File: src/rtl/ems_cnu_pkg.sv
package ems_cnu_pkg;

    typedef enum logic {
        TRK_IDLE,
        TRK_OPEN
    } trk_state_t;

    typedef enum logic {
        EMT_IDLE,
        EMT_SEND
    } emt_state_t;

endpackage

File: src/rtl/ems_cnu_tracker.sv
module ems_cnu_tracker
    import ems_cnu_pkg::*;
#(
    parameter int MSG_W   = 6,
    parameter int MAX_DEG = 8,
    localparam int MAGW   = MSG_W - 1,
    localparam int IW     = $clog2(MAX_DEG),
    localparam int DW     = $clog2(MAX_DEG + 1)
) (
    input  logic               clk,
    input  logic               rst_n,
    input  logic               in_valid,
    input  logic               in_first,
    input  logic               in_last,
    input  logic [MSG_W-1:0]   in_msg,
    output logic               row_done,
    output logic [MAGW-1:0]    nx_min,
    output logic [MAGW-1:0]    nx_min2,
    output logic [IW-1:0]      nx_idx,
    output logic               nx_sign,
    output logic [MAX_DEG-1:0] nx_signs,
    output logic [DW-1:0]      nx_deg
);

    localparam logic [MAGW-1:0] MAGMAX = {MAGW{1'b1}};

    trk_state_t st_q, st_nx;

    logic [MAGW-1:0]    min_q, min2_q;
    logic [IW-1:0]      idx_q;
    logic               sp_q;
    logic [MAX_DEG-1:0] signs_q;
    logic [DW-1:0]      cnt_q;

    logic               accept;
    logic [MAGW-1:0]    b_min, b_min2, mag;
    logic [IW-1:0]      b_idx, pos;
    logic               b_sp, sgn;
    logic [MAX_DEG-1:0] b_signs;
    logic [DW-1:0]      b_cnt;

    // state register
    always_ff @(posedge clk or negedge rst_n) begin
        if (!rst_n) st_q <= TRK_IDLE;
        else        st_q <= st_nx;
    end

    // next state and tracker values
    always_comb begin
        accept  = in_valid && (in_first || st_q == TRK_OPEN);
        row_done = accept && in_last;

        b_min   = in_first ? MAGMAX : min_q;
        b_min2  = in_first ? MAGMAX : min2_q;
        b_idx   = in_first ? '0 : idx_q;
        b_sp    = in_first ? 1'b0 : sp_q;
        b_signs = in_first ? '0 : signs_q;
        b_cnt   = in_first ? '0 : cnt_q;

        mag = in_msg[MAGW-1:0];
        sgn = in_msg[MSG_W-1];
        pos = b_cnt[IW-1:0];

        nx_min  = b_min;
        nx_min2 = b_min2;
        nx_idx  = b_idx;
        if (mag < b_min) begin
            nx_min  = mag;
            nx_min2 = b_min;
            nx_idx  = pos;
        end else if (mag < b_min2) begin
            nx_min2 = mag;
        end
        nx_sign       = b_sp ^ sgn;
        nx_signs      = b_signs;
        nx_signs[pos] = sgn;
        nx_deg        = b_cnt + DW'(1);

        st_nx = st_q;
        unique case (st_q)
            TRK_IDLE: if (accept && !in_last) st_nx = TRK_OPEN;
            TRK_OPEN: if (accept && in_last)  st_nx = TRK_IDLE;
        endcase
    end

    // tracker registers
    always_ff @(posedge clk or negedge rst_n) begin
        if (!rst_n) begin
            min_q   <= MAGMAX;
            min2_q  <= MAGMAX;
            idx_q   <= '0;
            sp_q    <= 1'b0;
            signs_q <= '0;
            cnt_q   <= '0;
        end else if (accept) begin
            min_q   <= nx_min;
            min2_q  <= nx_min2;
            idx_q   <= nx_idx;
            sp_q    <= nx_sign;
            signs_q <= nx_signs;
            cnt_q   <= nx_deg;
        end
    end

endmodule

File: src/rtl/ems_cnu_magxf.sv
module ems_cnu_magxf #(
    parameter int MAGW = 5
) (
    input  logic [MAGW-1:0] mag,
    input  logic            boost,
    output logic [MAGW-1:0] res
);

    localparam logic [MAGW:0] SATV = {1'b0, {MAGW{1'b1}}};

    logic [MAGW:0] sum;

    // three-quarter scaling by shift and add, optional one-LSB boost
    always_comb begin
        sum = (MAGW+1)'(mag >> 1) + (MAGW+1)'(mag >> 2) + (MAGW+1)'(boost);
        res = (sum > SATV) ? SATV[MAGW-1:0] : sum[MAGW-1:0];
    end

endmodule

File: src/rtl/ems_cnu_emitter.sv
module ems_cnu_emitter
    import ems_cnu_pkg::*;
#(
    parameter int MSG_W   = 6,
    parameter int MAX_DEG = 8,
    localparam int MAGW   = MSG_W - 1,
    localparam int IW     = $clog2(MAX_DEG),
    localparam int DW     = $clog2(MAX_DEG + 1)
) (
    input  logic               clk,
    input  logic               rst_n,
    input  logic               row_done,
    input  logic [MAGW-1:0]    ld_min,
    input  logic [MAGW-1:0]    ld_min2,
    input  logic [IW-1:0]      ld_idx,
    input  logic               ld_sign,
    input  logic [MAX_DEG-1:0] ld_signs,
    input  logic [DW-1:0]      ld_deg,
    input  logic [MAGW-1:0]    boost_thr,
    output logic               out_valid,
    output logic               out_last,
    output logic [IW-1:0]      out_pos,
    output logic [MSG_W-1:0]   out_msg,
    output logic [MAGW-1:0]    cmp_min,
    output logic [MAGW-1:0]    cmp_min2,
    output logic [IW-1:0]      cmp_idx,
    output logic               cmp_sign,
    output logic               cmp_boost
);

    emt_state_t st_q, st_nx;

    logic [MAGW-1:0]    min_q, min2_q;
    logic [IW-1:0]      idx_q, pos_q;
    logic               sp_q, boost_q;
    logic [MAX_DEG-1:0] signs_q;
    logic [DW-1:0]      deg_q;
    logic               at_end;

    logic [MAGW-1:0] xf_src [2];
    logic [MAGW-1:0] xf_res [2];

    assign xf_src[0] = min_q;
    assign xf_src[1] = min2_q;

    generate
        for (genvar g = 0; g < 2; g++) begin : g_xf
            ems_cnu_magxf #(.MAGW(MAGW)) i_xf (
                .mag   (xf_src[g]),
                .boost (boost_q),
                .res   (xf_res[g])
            );
        end
    endgenerate

    // state register
    always_ff @(posedge clk or negedge rst_n) begin
        if (!rst_n) st_q <= EMT_IDLE;
        else        st_q <= st_nx;
    end

    always_comb begin
        at_end = (DW'(pos_q) + DW'(1)) == deg_q;
        st_nx  = st_q;
        unique case (st_q)
            EMT_IDLE: if (row_done) st_nx = EMT_SEND;
            EMT_SEND: if (!row_done && at_end) st_nx = EMT_IDLE;
        endcase
    end

    // output bank and position counter
    always_ff @(posedge clk or negedge rst_n) begin
        if (!rst_n) begin
            min_q   <= '1;
            min2_q  <= '1;
            idx_q   <= '0;
            sp_q    <= 1'b0;
            boost_q <= 1'b0;
            signs_q <= '0;
            deg_q   <= '0;
            pos_q   <= '0;
        end else if (row_done) begin
            min_q   <= ld_min;
            min2_q  <= ld_min2;
            idx_q   <= ld_idx;
            sp_q    <= ld_sign;
            boost_q <= (ld_min2 - ld_min) <= boost_thr;
            signs_q <= ld_signs;
            deg_q   <= ld_deg;
            pos_q   <= '0;
        end else if (st_q == EMT_SEND) begin
            pos_q   <= pos_q + IW'(1);
        end
    end

    // outputs
    always_comb begin
        out_valid = (st_q == EMT_SEND);
        out_last  = out_valid && at_end;
        out_pos   = pos_q;
        out_msg   = {sp_q ^ signs_q[pos_q], (pos_q == idx_q) ? xf_res[1] : xf_res[0]};
        cmp_min   = min_q;
        cmp_min2  = min2_q;
        cmp_idx   = idx_q;
        cmp_sign  = sp_q;
        cmp_boost = boost_q;
    end

endmodule

File: src/rtl/ems_check_unit.sv
module ems_check_unit #(
    parameter int MSG_W   = 6,
    parameter int MAX_DEG = 8
) (
    input  logic                         clk,
    input  logic                         rst_n,
    input  logic                         in_valid,
    input  logic                         in_first,
    input  logic                         in_last,
    input  logic [MSG_W-1:0]             in_msg,
    input  logic [MSG_W-2:0]             boost_thr,
    output logic                         out_valid,
    output logic                         out_last,
    output logic [$clog2(MAX_DEG)-1:0]   out_pos,
    output logic [MSG_W-1:0]             out_msg,
    output logic [MSG_W-2:0]             cmp_min,
    output logic [MSG_W-2:0]             cmp_min2,
    output logic [$clog2(MAX_DEG)-1:0]   cmp_idx,
    output logic                         cmp_sign,
    output logic                         cmp_boost
);

    localparam int MAGW = MSG_W - 1;
    localparam int IW   = $clog2(MAX_DEG);
    localparam int DW   = $clog2(MAX_DEG + 1);

    logic               row_done;
    logic [MAGW-1:0]    nx_min, nx_min2;
    logic [IW-1:0]      nx_idx;
    logic               nx_sign;
    logic [MAX_DEG-1:0] nx_signs;
    logic [DW-1:0]      nx_deg;

    ems_cnu_tracker #(.MSG_W(MSG_W), .MAX_DEG(MAX_DEG)) i_trk (
        .clk      (clk),
        .rst_n    (rst_n),
        .in_valid (in_valid),
        .in_first (in_first),
        .in_last  (in_last),
        .in_msg   (in_msg),
        .row_done (row_done),
        .nx_min   (nx_min),
        .nx_min2  (nx_min2),
        .nx_idx   (nx_idx),
        .nx_sign  (nx_sign),
        .nx_signs (nx_signs),
        .nx_deg   (nx_deg)
    );

    ems_cnu_emitter #(.MSG_W(MSG_W), .MAX_DEG(MAX_DEG)) i_emt (
        .clk       (clk),
        .rst_n     (rst_n),
        .row_done  (row_done),
        .ld_min    (nx_min),
        .ld_min2   (nx_min2),
        .ld_idx    (nx_idx),
        .ld_sign   (nx_sign),
        .ld_signs  (nx_signs),
        .ld_deg    (nx_deg),
        .boost_thr (boost_thr),
        .out_valid (out_valid),
        .out_last  (out_last),
        .out_pos   (out_pos),
        .out_msg   (out_msg),
        .cmp_min   (cmp_min),
        .cmp_min2  (cmp_min2),
        .cmp_idx   (cmp_idx),
        .cmp_sign  (cmp_sign),
        .cmp_boost (cmp_boost)
    );

endmodule

File: config.mk
export PLATFORM = sky130hd
export DESIGN_NAME = ems_check_unit
export DESIGN_NICKNAME = d
export VERILOG_FILES = /design/src/rtl/ems_cnu_pkg.sv /design/src/rtl/ems_cnu_tracker.sv /design/src/rtl/ems_cnu_magxf.sv /design/src/rtl/ems_cnu_emitter.sv /design/src/rtl/ems_check_unit.sv
export SDC_FILE = /design/constraint.sdc
export NUM_CORES = 1
export LEC_CHECK = 0
export BUFFER_PORTS_ARGS = -buffer_cell sky130_fd_sc_hd__buf_2
export CAP_MARGIN = 20
export CORE_AREA = 2 2 79 99
export CTS_BUF_LIST = sky130_fd_sc_hd__clkbuf_4 sky130_fd_sc_hd__clkbuf_8 sky130_fd_sc_hd__clkbuf_16
export DETAILED_ROUTE_END_ITERATION = 8
export DIE_AREA = 0 0 81 101
export HOLD_SLACK_MARGIN = 0.02
export PLACE_DENSITY = 0.72
export SKIP_LAST_GASP = 1
export SLEW_MARGIN = 20
export SYNTH_ARGS = -nofsm -noshare
export SYNTH_HDL_FRONTEND = slang
export SYNTH_SLANG_ARGS = --single-unit
export TNS_END_PERCENT = 30
File: constraint.sdc
create_clock -name clk -period 3.5 [get_ports clk]
set_input_delay 0.7 -clock clk [delete_from_list [all_inputs] [get_ports clk]]
set_output_delay 0.7 -clock clk [all_outputs]
set_load 0.01 [all_outputs]
== Word level (Yosys, flattened, before mapping) ==
Cells that the tools add are included.
Word-level totals
  register bits: 58
  logic and storage cells: 74
  output and inout bits: 26
Operators by class
  bitwise gates (word level): 4
  multiplexer cells: 26
  eq/ne operators: 2
  $lt $le $gt $ge: 8
  add/subtract/negate cells: 8
  reduce and logical (&&, ||, !) cells: 10
Operators with widths (count)
  $mux 5: 8
  $add 5x1->6: 2
  $gt 6x5->1 const B: 2
  $mux 3: 4
  $add 4x3->5: 2
  $lt 5x5->1: 2
  $bwmux 8: 1
  $lt 3x4->1 const B: 2
  $mux 8: 1
  $mux 1: 7
  $logic_and 1x1->1: 6
  $le 5x5->1: 1
  $sub 5x5->5: 1
  $add 3x1->4 const B: 1
  $add 4x1->4 const B: 1
  $eq 4x4->1: 1
  $mux 4: 1
  $pmux 1 s2: 2
  $add 3x1->3 const B: 1
  $bmux 1 s3: 1
  $demux 1 s3: 1
  $eq 3x3->1: 1
  $ge 3x1->1 const B: 1
  $logic_not 1->1: 2
  4 further kinds: 6

== Longest topological paths before layout ==
Gate-level depths: netlist of the first run.
  depth after elaboration: 7
  gate-level depth with buffers: 21

== Cells and area by module ==
A second synthesis of the first run with hierarchy kept.
Unflattened totals
  cell total of the unflattened synthesis: 405
  area total of the unflattened synthesis: 4107.7 sq um
By module, submodules not included
  ems_cnu_tracker: cells each 217, times used 1, area an instance 1900.6 sq um
  ems_cnu_emitter: cells each 134, times used 1, area an instance 1701.6 sq um
  ems_cnu_magxf: cells each 27, times used 2, area an instance 252.7 sq um

== Worst setup path before layout of the first run ==
Ideal clock, no wire load.
  path kind: in2reg
  from: input port in_first
  to: register i_emt.boost_q (netlist: i_emt.cmp_boost)
  arrival time: 4.260 ns
  setup slack: -0.881 ns
  buffers on the path: 3
  required time: 3.379 ns
  stages: 19
  setup time: 0.121 ns
  cell sequence: buf_6 > clkbuf_1 > nor2_1 > ha_1 > or3_1 > o21ai_4 > buf_2 > nand2_1 > o41ai_2 > nor2_1 > fa_1 > a21o_1 > a21oi_1 > xor2_1 > xnor2_1 > ha_1 > nand3_1 > o21ai_0 > o22a_1
On the way
  word-level cells in the longest chain between the ends: 6
  elaborated cells on any way between the ends: 12
  classes of those cells: add/sub (1); order compare (3); mux (5); reduce/logical (3)
RTL lines
  start, declared: RTL line ems_check_unit.sv:8  | input logic in_first,
  $mux 5: RTL line ems_cnu_tracker.sv:54  | b_min2 = in_first ? MAGMAX : min2_q;
  $lt 5x5->1: RTL line ems_cnu_tracker.sv:71  | end else if (mag < b_min2) begin
  $mux 5: RTL line ems_cnu_tracker.sv:71
  $mux 5 (*): RTL line ems_cnu_tracker.sv:67  | if (mag < b_min) begin
  via i_emt.ld_min2[1]: RTL line ems_cnu_emitter.sv:14  | input logic [MAGW-1:0] ld_min2,
  $sub 5x5->5 (*): RTL line ems_cnu_emitter.sv:87  | boost_q <= (ld_min2 - ld_min) <= boost_thr;
  $le 5x5->1 (*): RTL line ems_cnu_emitter.sv:87
  end signal, assigned: RTL line ems_cnu_emitter.sv:87
  end, declared: RTL line ems_cnu_emitter.sv:35  | logic sp_q, boost_q;
Mark *: on every way through the listed nets, which the timed path passes. The rest lies on a longest branch.
A chain may end at the register's enable or synchronous reset.

== Final worst setup path of the first run ==
  from: input port in_first
  to: register i_emt.boost_q (netlist: i_emt.cmp_boost)
On the way
  word-level cells in the longest chain between the ends: 6
  elaborated cells on any way between the ends: 12
  classes of those cells: add/sub (1); order compare (3); mux (5); reduce/logical (3)
RTL lines (RTL line)
  $mux 5: ems_cnu_tracker.sv:54
  $lt 5x5->1: ems_cnu_tracker.sv:71
  $mux 5: ems_cnu_tracker.sv:71
  $mux 5: ems_cnu_tracker.sv:67
  $sub 5x5->5: ems_cnu_emitter.sv:87
  $le 5x5->1: ems_cnu_emitter.sv:87
Parallel ways exist; a longest one is shown, timed or not.

==> impl_metrics.csv, run 1 <==
group,metric,value,unit
setup_path,startpoint_type,"input port",
logic_synthesis,synth_ff_type,"dfrtp_1",
clock_tree,tritoncts,"yes",
logic_synthesis,yosysTopAreaCellShare,25.4,%
route,drc,0,
placed_design,pre_cts_slack,-640,ps
placed_design,place_area,4400,um2
final_layout,nNetsFinal,529,
outcome,failed_checks,"setup timing",
outcome,status,"complete, but fails checks",
final_layout,multi_input_area,2140,um2
logic_synthesis,synth_nets,448,
clock_tree,cts.clk_slew.worst_paths,80,ps
global_routing,grt_pass1_wl,15000,um
clock_tree,clock_path_buffers,2,
global_routing,track_usage,23.8,%
placed_design,dpl.cell_count,563,
setup_path,crit_required,3780,ps
timing,slew_viol_final,0,
setup_path,critical_path_arrival,4080,ps
logic_synthesis,synth.most_common_cell,"nand2_1",
route,wl,8730,um
setup_path,slowest_delay,440,ps
pwr,switching_share,37.2,%
run,drv_cap,0,
clock_tree,cts_resized,0,
route,antenna_left,0,
timing,period_needed,3810,ps
clock_tree,htree_levels,3,
timing,final_hold_viol_count,0,
timing,layout_worst_path_cycle_share,109,%
setup_path,crit_family,"compound AO/OA/AOI/OAI gates",
route,viasPerCell,5.46,
route,drtIter0Drc,181,
route,firstDrtPassIters,4,
timing,slew_headroom,58.8,%
logic_synthesis,synth.avg_cell_area,9.28,um2
setup_path,worstRegToRegCells,19,
final_layout,final_layout_size_suffix_gt1_share,32.3,%
placed_design,portBuffers,41,
timing,skew,13.3,ps
clock_tree,worstSkewPairLatency,340,ps
pwr,peakVddDrop,0.411,mV
timing,rsz0062_at_grt,"yes",
global_routing,gr-total-overflow,0,
floorplan,core_area,7270,um2
global_routing,grt_pass1_vias,3190,
clock_tree,cts_hold_buf,0,
global_routing,grt_max_degree,49,
logic_synthesis,synth_cell_types,50,
timing,fmax,263,MHz
final_layout,syn_to_final_growth,24.3,%
setup_path,critPathCaptureType,"flop",
placed_design,dpl.hpwl,6460,um
setup_path,critPathKind,"in2reg",
pwr,p_int,1910,uW
setup_path,cp_num_buf_inv,4,
pwr,seq_power_share,34.5,%
logic_synthesis,synth-seq-cells,58,
logic_synthesis,ys_async_sr_fraction,100,%
clock_tree,cts_root_buffer,"clkbuf_8",
floorplan,io_pins,42,
pwr,power,3040,uW
pwr,pwr-share-clk,23.1,%
final_layout,instances_no_fill,581,
timing,worst_pin_slew,618,ps
final_layout,n_antenna_cell,0,
floorplan,start_util,51.4,%
final_layout,seqCellArea,1480,um2
route,num_vias,3171,
timing,worst_slack,-309,ps
final_layout,nFillCells,599,
placed_design,gp_congestion,0.898,
pwr,p_comb_share,42.4,%
floorplan,rows,35,
pwr,switchingPower,1130,uW
global_routing,antenna_found_initial,0,
pwr,cellLeakagePower,0.00216,uW
final_layout,postLayoutCellArea,4650,um2
pwr,pwr_density_cell,655,nW/um2
logic_synthesis,synth.area.top_cells,"dfrtp_1 25%, dfstp_2 14%, ha_1 8.0%, nand2_1 7.2%, o31ai_1 4.2%",
route,routedWlPerCell,15.0,um
setup_path,crit_slowest_cell,"fa_2",
setup_path,crit_chain,"buf_2 > buf_12 > nor2_4 > ha_1 > o21a_1 > o31a_1 > o21a_1 > and3_1 > a221oi_2 > inv_1 > ha_2 > inv_2 > fa_2 > ha_4 > nor2b_1 > o21a_1 > o21ai_1 > nand2b_1 > a21oi_1 > o22a_1",
logic_synthesis,yosysWarnings,0,
logic_synthesis,synth_edf_count,0,
logic_synthesis,synthCells,403,
clock_tree,clock_sinks,58,
floorplan,die_area,8180,um2
floorplan,die_h,101,um
clock_tree,numCtsBuffers,9,
setup_path,path_depth,20,
worst_hold_path,holdCritPathClass,"in2async",
logic_synthesis,synth_seq_area_share,39.5,%
floorplan,fp.dieW,81,um
timing,setup_violations,1,
setup_path,crit_top_cell,"o21a_1",
logic_synthesis,netlist_area,3740,um2
logic_synthesis,synth_top_cell_by_area,"dfrtp_1",
logic_synthesis,synth_common_cells,"72 x nand2_1, 38 x dfrtp_1, 34 x nor2_1",
setup_path,crit_fanout,7,
[path summary, 6_finish.rpt]
path	start	end	slack [ps]
max	in_first	i_emt.cmp_boost	-310
max reg2reg	i_trk.min2_q[4]	i_emt.cmp_boost	-280
min reg2reg	i_trk.signs_q[2]	i_trk.signs_q[2]	470
min in group clk	i_trk.signs_q[2]	i_trk.signs_q[2]	470
min	rst_n	i_trk.signs_q[7]	360
max in group asynchronous	rst_n	i_trk.min_q[4]	2420
[routing by layer]
| layer | share of wire, % | vias to the layer above | global-route usage (%) | wire (um) |
|---|---|---|---|---|
| met5 | 0 | - | 0 | 0 |
| met3 | 3.8 | 20 | 5.20 | 330 |
| met4 | 2.3 | 0 | 8.74 | 199 |
| met1 | 45 | 1522 | 30.1 | 3970 |
| li1 | - | 1566 | - | - |
| met2 | 48 | 63 | 39.7 | 4230 |
[placed cells by master (no fill, tap or decap), types with 3 or more instances in the layout]
| cell | n |
|---|---|
| a21oi_1 | 12 |
| a22oi_1 | 3 |
| a2bb2oi_1 | 3 |
| a31oi_1 | 4 |
| buf_2 | 40 |
| buf_4 | 51 |
| clkbuf_8 | 10 |
| dfrtp_1 | 38 |
| dfstp_2 | 20 |
| fa_1 | 4 |
| ha_1 | 21 |
| inv_1 | 21 |
| mux2_2 | 4 |
| mux2i_1 | 14 |
| nand2_1 | 72 |
| nand2b_1 | 4 |
| nand3_1 | 7 |
| nor2_1 | 28 |
| nor2_2 | 5 |
| nor2b_1 | 5 |
| nor3_1 | 3 |
| o21a_1 | 3 |
| o21ai_0 | 21 |
| o21ai_1 | 8 |
| o31ai_1 | 21 |
| o41ai_2 | 3 |
| xnor2_1 | 11 |
| xor2_1 | 8 |
[area by class of cell]
cell class / instances / share of cell area, %
well taps: 92 / 2.48
repair buffers: 92 / 13.0
clock inverters: 6 / 1.91
inverters: 22 / 1.78
multi-input cells: 301 / 46.1
flip-flops and latches: 58 / 31.8
clock buffers: 10 / 2.96
[flip-flops by register name, summed over array words and instances (netlist names), named ones only]
| register | count |
|---|---|
| i_emt.cmp_idx | 3 |
| i_trk.cnt_q | 4 |
| i_trk.signs_q | 8 |
| i_emt.cmp_min2 | 5 |
| i_emt.out_valid | 1 |
| i_emt.out_pos | 3 |
| i_emt.cmp_sign | 1 |
| i_trk.min_q | 5 |
| i_emt.cmp_boost | 1 |
| i_emt.signs_q | 8 |
| i_emt.cmp_min | 5 |
| i_trk.min2_q | 5 |
| i_trk.idx_q | 3 |
| i_trk.sp_q | 1 |
| i_emt.deg_q | 4 |
[what timing repair did]
| item | 4_1_cts | 5_1_grt |
|---|---|---|
| setup buffers | 1 | 1 |
| endpoints found under the setup margin | 1 | 1 |
| pin swaps | 1 | 1 |
| hold endpoints to repair | 0 | 0 |
[stage by stage]
stage | hold slack [ps] | TNS (ps) | utilization (%)
5_1_grt | 403 | -506 | 63.9
4_1_cts | 479 | -297 | 63.8
2_1_floorplan | 404 | -421 | -
3_5_place_dp | 463 | -640 | 60.6
6_report | 359 | -309 | 63.9
3_3_place_gp | 457 | -509 | 60.6
[cells by family (layout without fill, tap and decap cells)]
kind of cell / Yosys count / in the layout / share of synthesized area [%]
DFF: 58 / 58 / 39.5
muxes: 20 / 20 / 6.16
buffers and inverters: 44 / 130 / 4.82
AOI/OAI and AO/OA: 98 / 98 / 19.1
and+or+nand+nor: 135 / 135 / 15.3
adders and majority gates: 29 / 29 / 10.7
xor gates and xnor gates: 19 / 19 / 4.45
[worst reg2reg max path: cells and delay by family (launching register included)]
family / cells / cell delay (ps)
adders and majority gates: 4 / 1120
AOI/OAI and AO/OA: 7 / 1270
DFF: 1 / 540
and+or+nand+nor: 4 / 440
buffers and inverters: 4 / 360
[power groups by stage]
stage          Clock [uW]  Sequential (uW)  Combinational, uW
2_1_floorplan           0             1020                878
3_3_place_gp            0             1050               1230
3_5_place_dp            0             1060               1290
4_1_cts               712             1050               1310
5_1_grt               744             1080               1450
6_report              704             1050               1290
No activity file was read; power rests on OpenSTA's default activity.
==> run 2: changes to the inputs <==
ABC_AREA = 1   (was not set)
CORE_AREA = 2 2 77 98   (was 2 2 79 99)
DIE_AREA = 0 0 79 100   (was 0 0 81 101)
==> run 2 against run 1 <==
  * The flow now finishes without violations
  * Register-to-register slack improved by 490 ps
  * Utilization down 1.2 points
  * Routed wire length decreased by 4.7%
  * Global-route usage fell by 1.8 points
  * Area after synthesis down 3.2%
  * Sequential share of layout area grew 1.4 points
  * Maximum frequency grew 16%
  * Clock power down 21%
  * First-iteration DRC count decreased by 2.2%
  * Largest power group unchanged
==> impl_metrics.csv, run 2 <==
group,metric,value,unit
final_layout,final_layout_size_suffix_gt1_share,28.1,%
setup_path,critPathCaptureType,"flop",
logic_synthesis,ys_async_sr_fraction,100,%
setup_path,critical_path_arrival,3500,ps
clock_tree,cts_root_buffer,"clkbuf_8",
logic_synthesis,synth_nets,491,
logic_synthesis,synth_ff_type,"dfrtp_1",
logic_synthesis,synth_seq_area_share,40.8,%
global_routing,grt_pass1_vias,3028,
global_routing,gr-total-overflow,0,
timing,slew_viol_final,0,
pwr,cellLeakagePower,0.00222,uW
logic_synthesis,synth.area.top_cells,"dfrtp_1 26%, dfstp_2 15%, nand2_1 11%, ha_1 8.3%, o21ai_0 5.5%",
final_layout,nNetsFinal,564,
clock_tree,clock_sinks,58,
outcome,status,"finished, final reports clean",
logic_synthesis,netlist_area,3620,um2
floorplan,core_area,7090,um2
route,drtIter0Drc,177,
timing,skew,10.5,ps
global_routing,grt_max_degree,56,
clock_tree,cts.clk_slew.worst_paths,70,ps
timing,slew_headroom,68.7,%
pwr,peakVddDrop,0.386,mV
logic_synthesis,synth_cell_types,38,
timing,setup_violations,0,
floorplan,die_h,100,um
setup_path,crit_chain,"nor2_2 > ha_1 > o21ai_0 > nor2_1 > nand2_2 > nand2_4 > nand2_1 > o21ai_1 > nand2_1 > o21ai_2 > inv_1 > ha_4 > a21o_1 > a31oi_4 > nand3_1 > nand2_1 > inv_1 > ha_4 > nand4_1 > o221ai_1 > a2bb2oi_1",
final_layout,n_antenna_cell,0,
clock_tree,numCtsBuffers,9,
placed_design,portBuffers,41,
logic_synthesis,synth-seq-cells,58,
route,viasPerCell,5.22,
final_layout,seqCellArea,1480,um2
clock_tree,worstSkewPairLatency,340,ps
route,routedWlPerCell,13.5,um
setup_path,crit_top_cell,"nand2_1",
global_routing,track_usage,22.0,%
final_layout,multi_input_area,1990,um2
timing,fmax,304,MHz
pwr,power,3120,uW
setup_path,cp_num_buf_inv,2,
setup_path,worstSetupEndpoint,"i_emt.cmp_boost",
setup_path,crit_slowest_cell,"dfstp_2",
timing,layout_worst_path_cycle_share,94.0,%
timing,worst_slack,210,ps
run,drv_cap,0,
floorplan,start_util,51.0,%
global_routing,antenna_found_initial,0,
timing,worst_pin_slew,469,ps
logic_synthesis,synthCells,446,
logic_synthesis,yosysWarnings,0,
final_layout,syn_to_final_growth,23.0,%
setup_path,crit_fanout,5,
floorplan,die_area,7900,um2
setup_path,slowest_delay,560,ps
pwr,pwr_density_cell,701,nW/um2
final_layout,nFillCells,603,
setup_path,worstRegToRegCells,21,
route,antenna_left,0,
setup_path,crit_family,"compound AO/OA/AOI/OAI gates",
route,wl,8310,um
logic_synthesis,synth_top_cell_by_area,"dfrtp_1",
timing,rsz0062_at_grt,"no",
floorplan,io_pins,42,
worst_hold_path,holdCritPathClass,"in2async",
clock_tree,clock_path_buffers,2,
setup_path,startpoint_type,"flop",
logic_synthesis,synth.most_common_cell,"nand2_1",
setup_path,path_depth,21,
setup_path,critPathKind,"reg2reg",
setup_path,r2r-start,"i_trk.min2_q[4]",
placed_design,dpl.hpwl,6320,um
global_routing,grt_pass1_wl,13600,um
setup_path,startpoint,"i_trk.min2_q[4]",
final_layout,layout_commonest_cell,"nand2_1",
placed_design,gp_congestion,0.985,
floorplan,fp.dieW,79,um
clock_tree,tritoncts,"yes",
final_layout,final_cell_mix,"103 x nand2_1, 48 x inv_1, 40 x buf_2, 39 x o21ai_0, 38 x dfrtp_1",
logic_synthesis,synth.avg_cell_area,8.11,um2
route,firstDrtPassIters,5,
clock_tree,htree_levels,3,
logic_synthesis,synth_edf_count,0,
placed_design,pre_cts_slack,-279,ps
timing,final_hold_viol_count,0,
logic_synthesis,synth_common_cells,"103 x nand2_1, 49 x inv_1, 40 x o21ai_0",
setup_path,r2r-end,"i_emt.cmp_boost",
timing,period_needed,3290,ps
route,num_vias,3214,
setup_path,rrSetupSlack,210,ps
floorplan,rows,35,
route,drc,0,
setup_path,crit_required,3710,ps
final_layout,reg_top3,"i_emt.signs_q: 8 flops, i_trk.signs_q: 8 flops",
logic_synthesis,yosysTopAreaCellShare,26.3,%
[run 2: timing repair]
action | 4_1_cts | 5_1_grt
setup buffers | 0 | 1
endpoints found under the hold margin | 0 | 0
hold buffers | 0 | 0
endpoints found under the setup margin | 0 | 1
resized for setup | 0 | 14
[run 2: report_power, final]
group / internal, uW / switching (uW) / leakage, uW
Sequential: 867 / 180 / 0.000707
Clock: 308 / 251 / 0.000100
Combinational: 710 / 804 / 0.00141
[run 2: worst min-delay path by stage]
stage                                       endpoint  slack, ps
final                               i_emt.signs_q[4]        310
after floorplan           asynchronous set/reset pin        400
after global placement               i_trk.min2_q[1]        460
after CTS                           i_emt.signs_q[4]        310
after global routing                i_emt.signs_q[4]        320
after detailed placement           i_emt.cmp_min2[0]        460
[run 2: cells by family (layout without fill, tap and decap cells)]
group	count (synthesis)	after routing	share of synthesized area, %
simple gates	166	167	19.3
compound gates	103	103	15.7
buf+inv	68	145	7.61
flops	58	58	40.8
fa+ha+maj	29	29	11.1
xor+xnor	18	18	4.36
mux	4	4	1.18
[run 2: per-stage QoR]
step           cell area (um2)  std cells  util, %  hold slack, ps  TNS, ps
3_5_place_dp              4180        598     58.9             461     -279
3_3_place_gp              4180        598     58.9             459     -127
5_1_grt                   4450        616     62.8             317        0
6_report                  4450        616     62.8             306        0
4_1_cts                   4360        614     61.5             308        0
2_1_floorplan             3680        446        -             404        0
[run 2: per-layer routing]
metal / vias up / share of wire (%) / track usage [%]
li1: 1610 / - / -
met1: 1502 / 45 / 28.8
met2: 82 / 48 / 34.8
met3: 20 / 3.9 / 3.51
met4: 0 / 3.2 / 12.3
met5: - / 0 / 0
[run 2: final cells by class]
class                           count  share of cell area (%)
Multi-Input combinational cell    321                    44.8
Sequential cell                    58                    33.2
Timing Repair Buffer               78                    11.1
Inverter                           51                    4.30
Clock buffer                       13                    3.74
Tap cell                           92                    2.59
Clock inverter                      3                   0.337
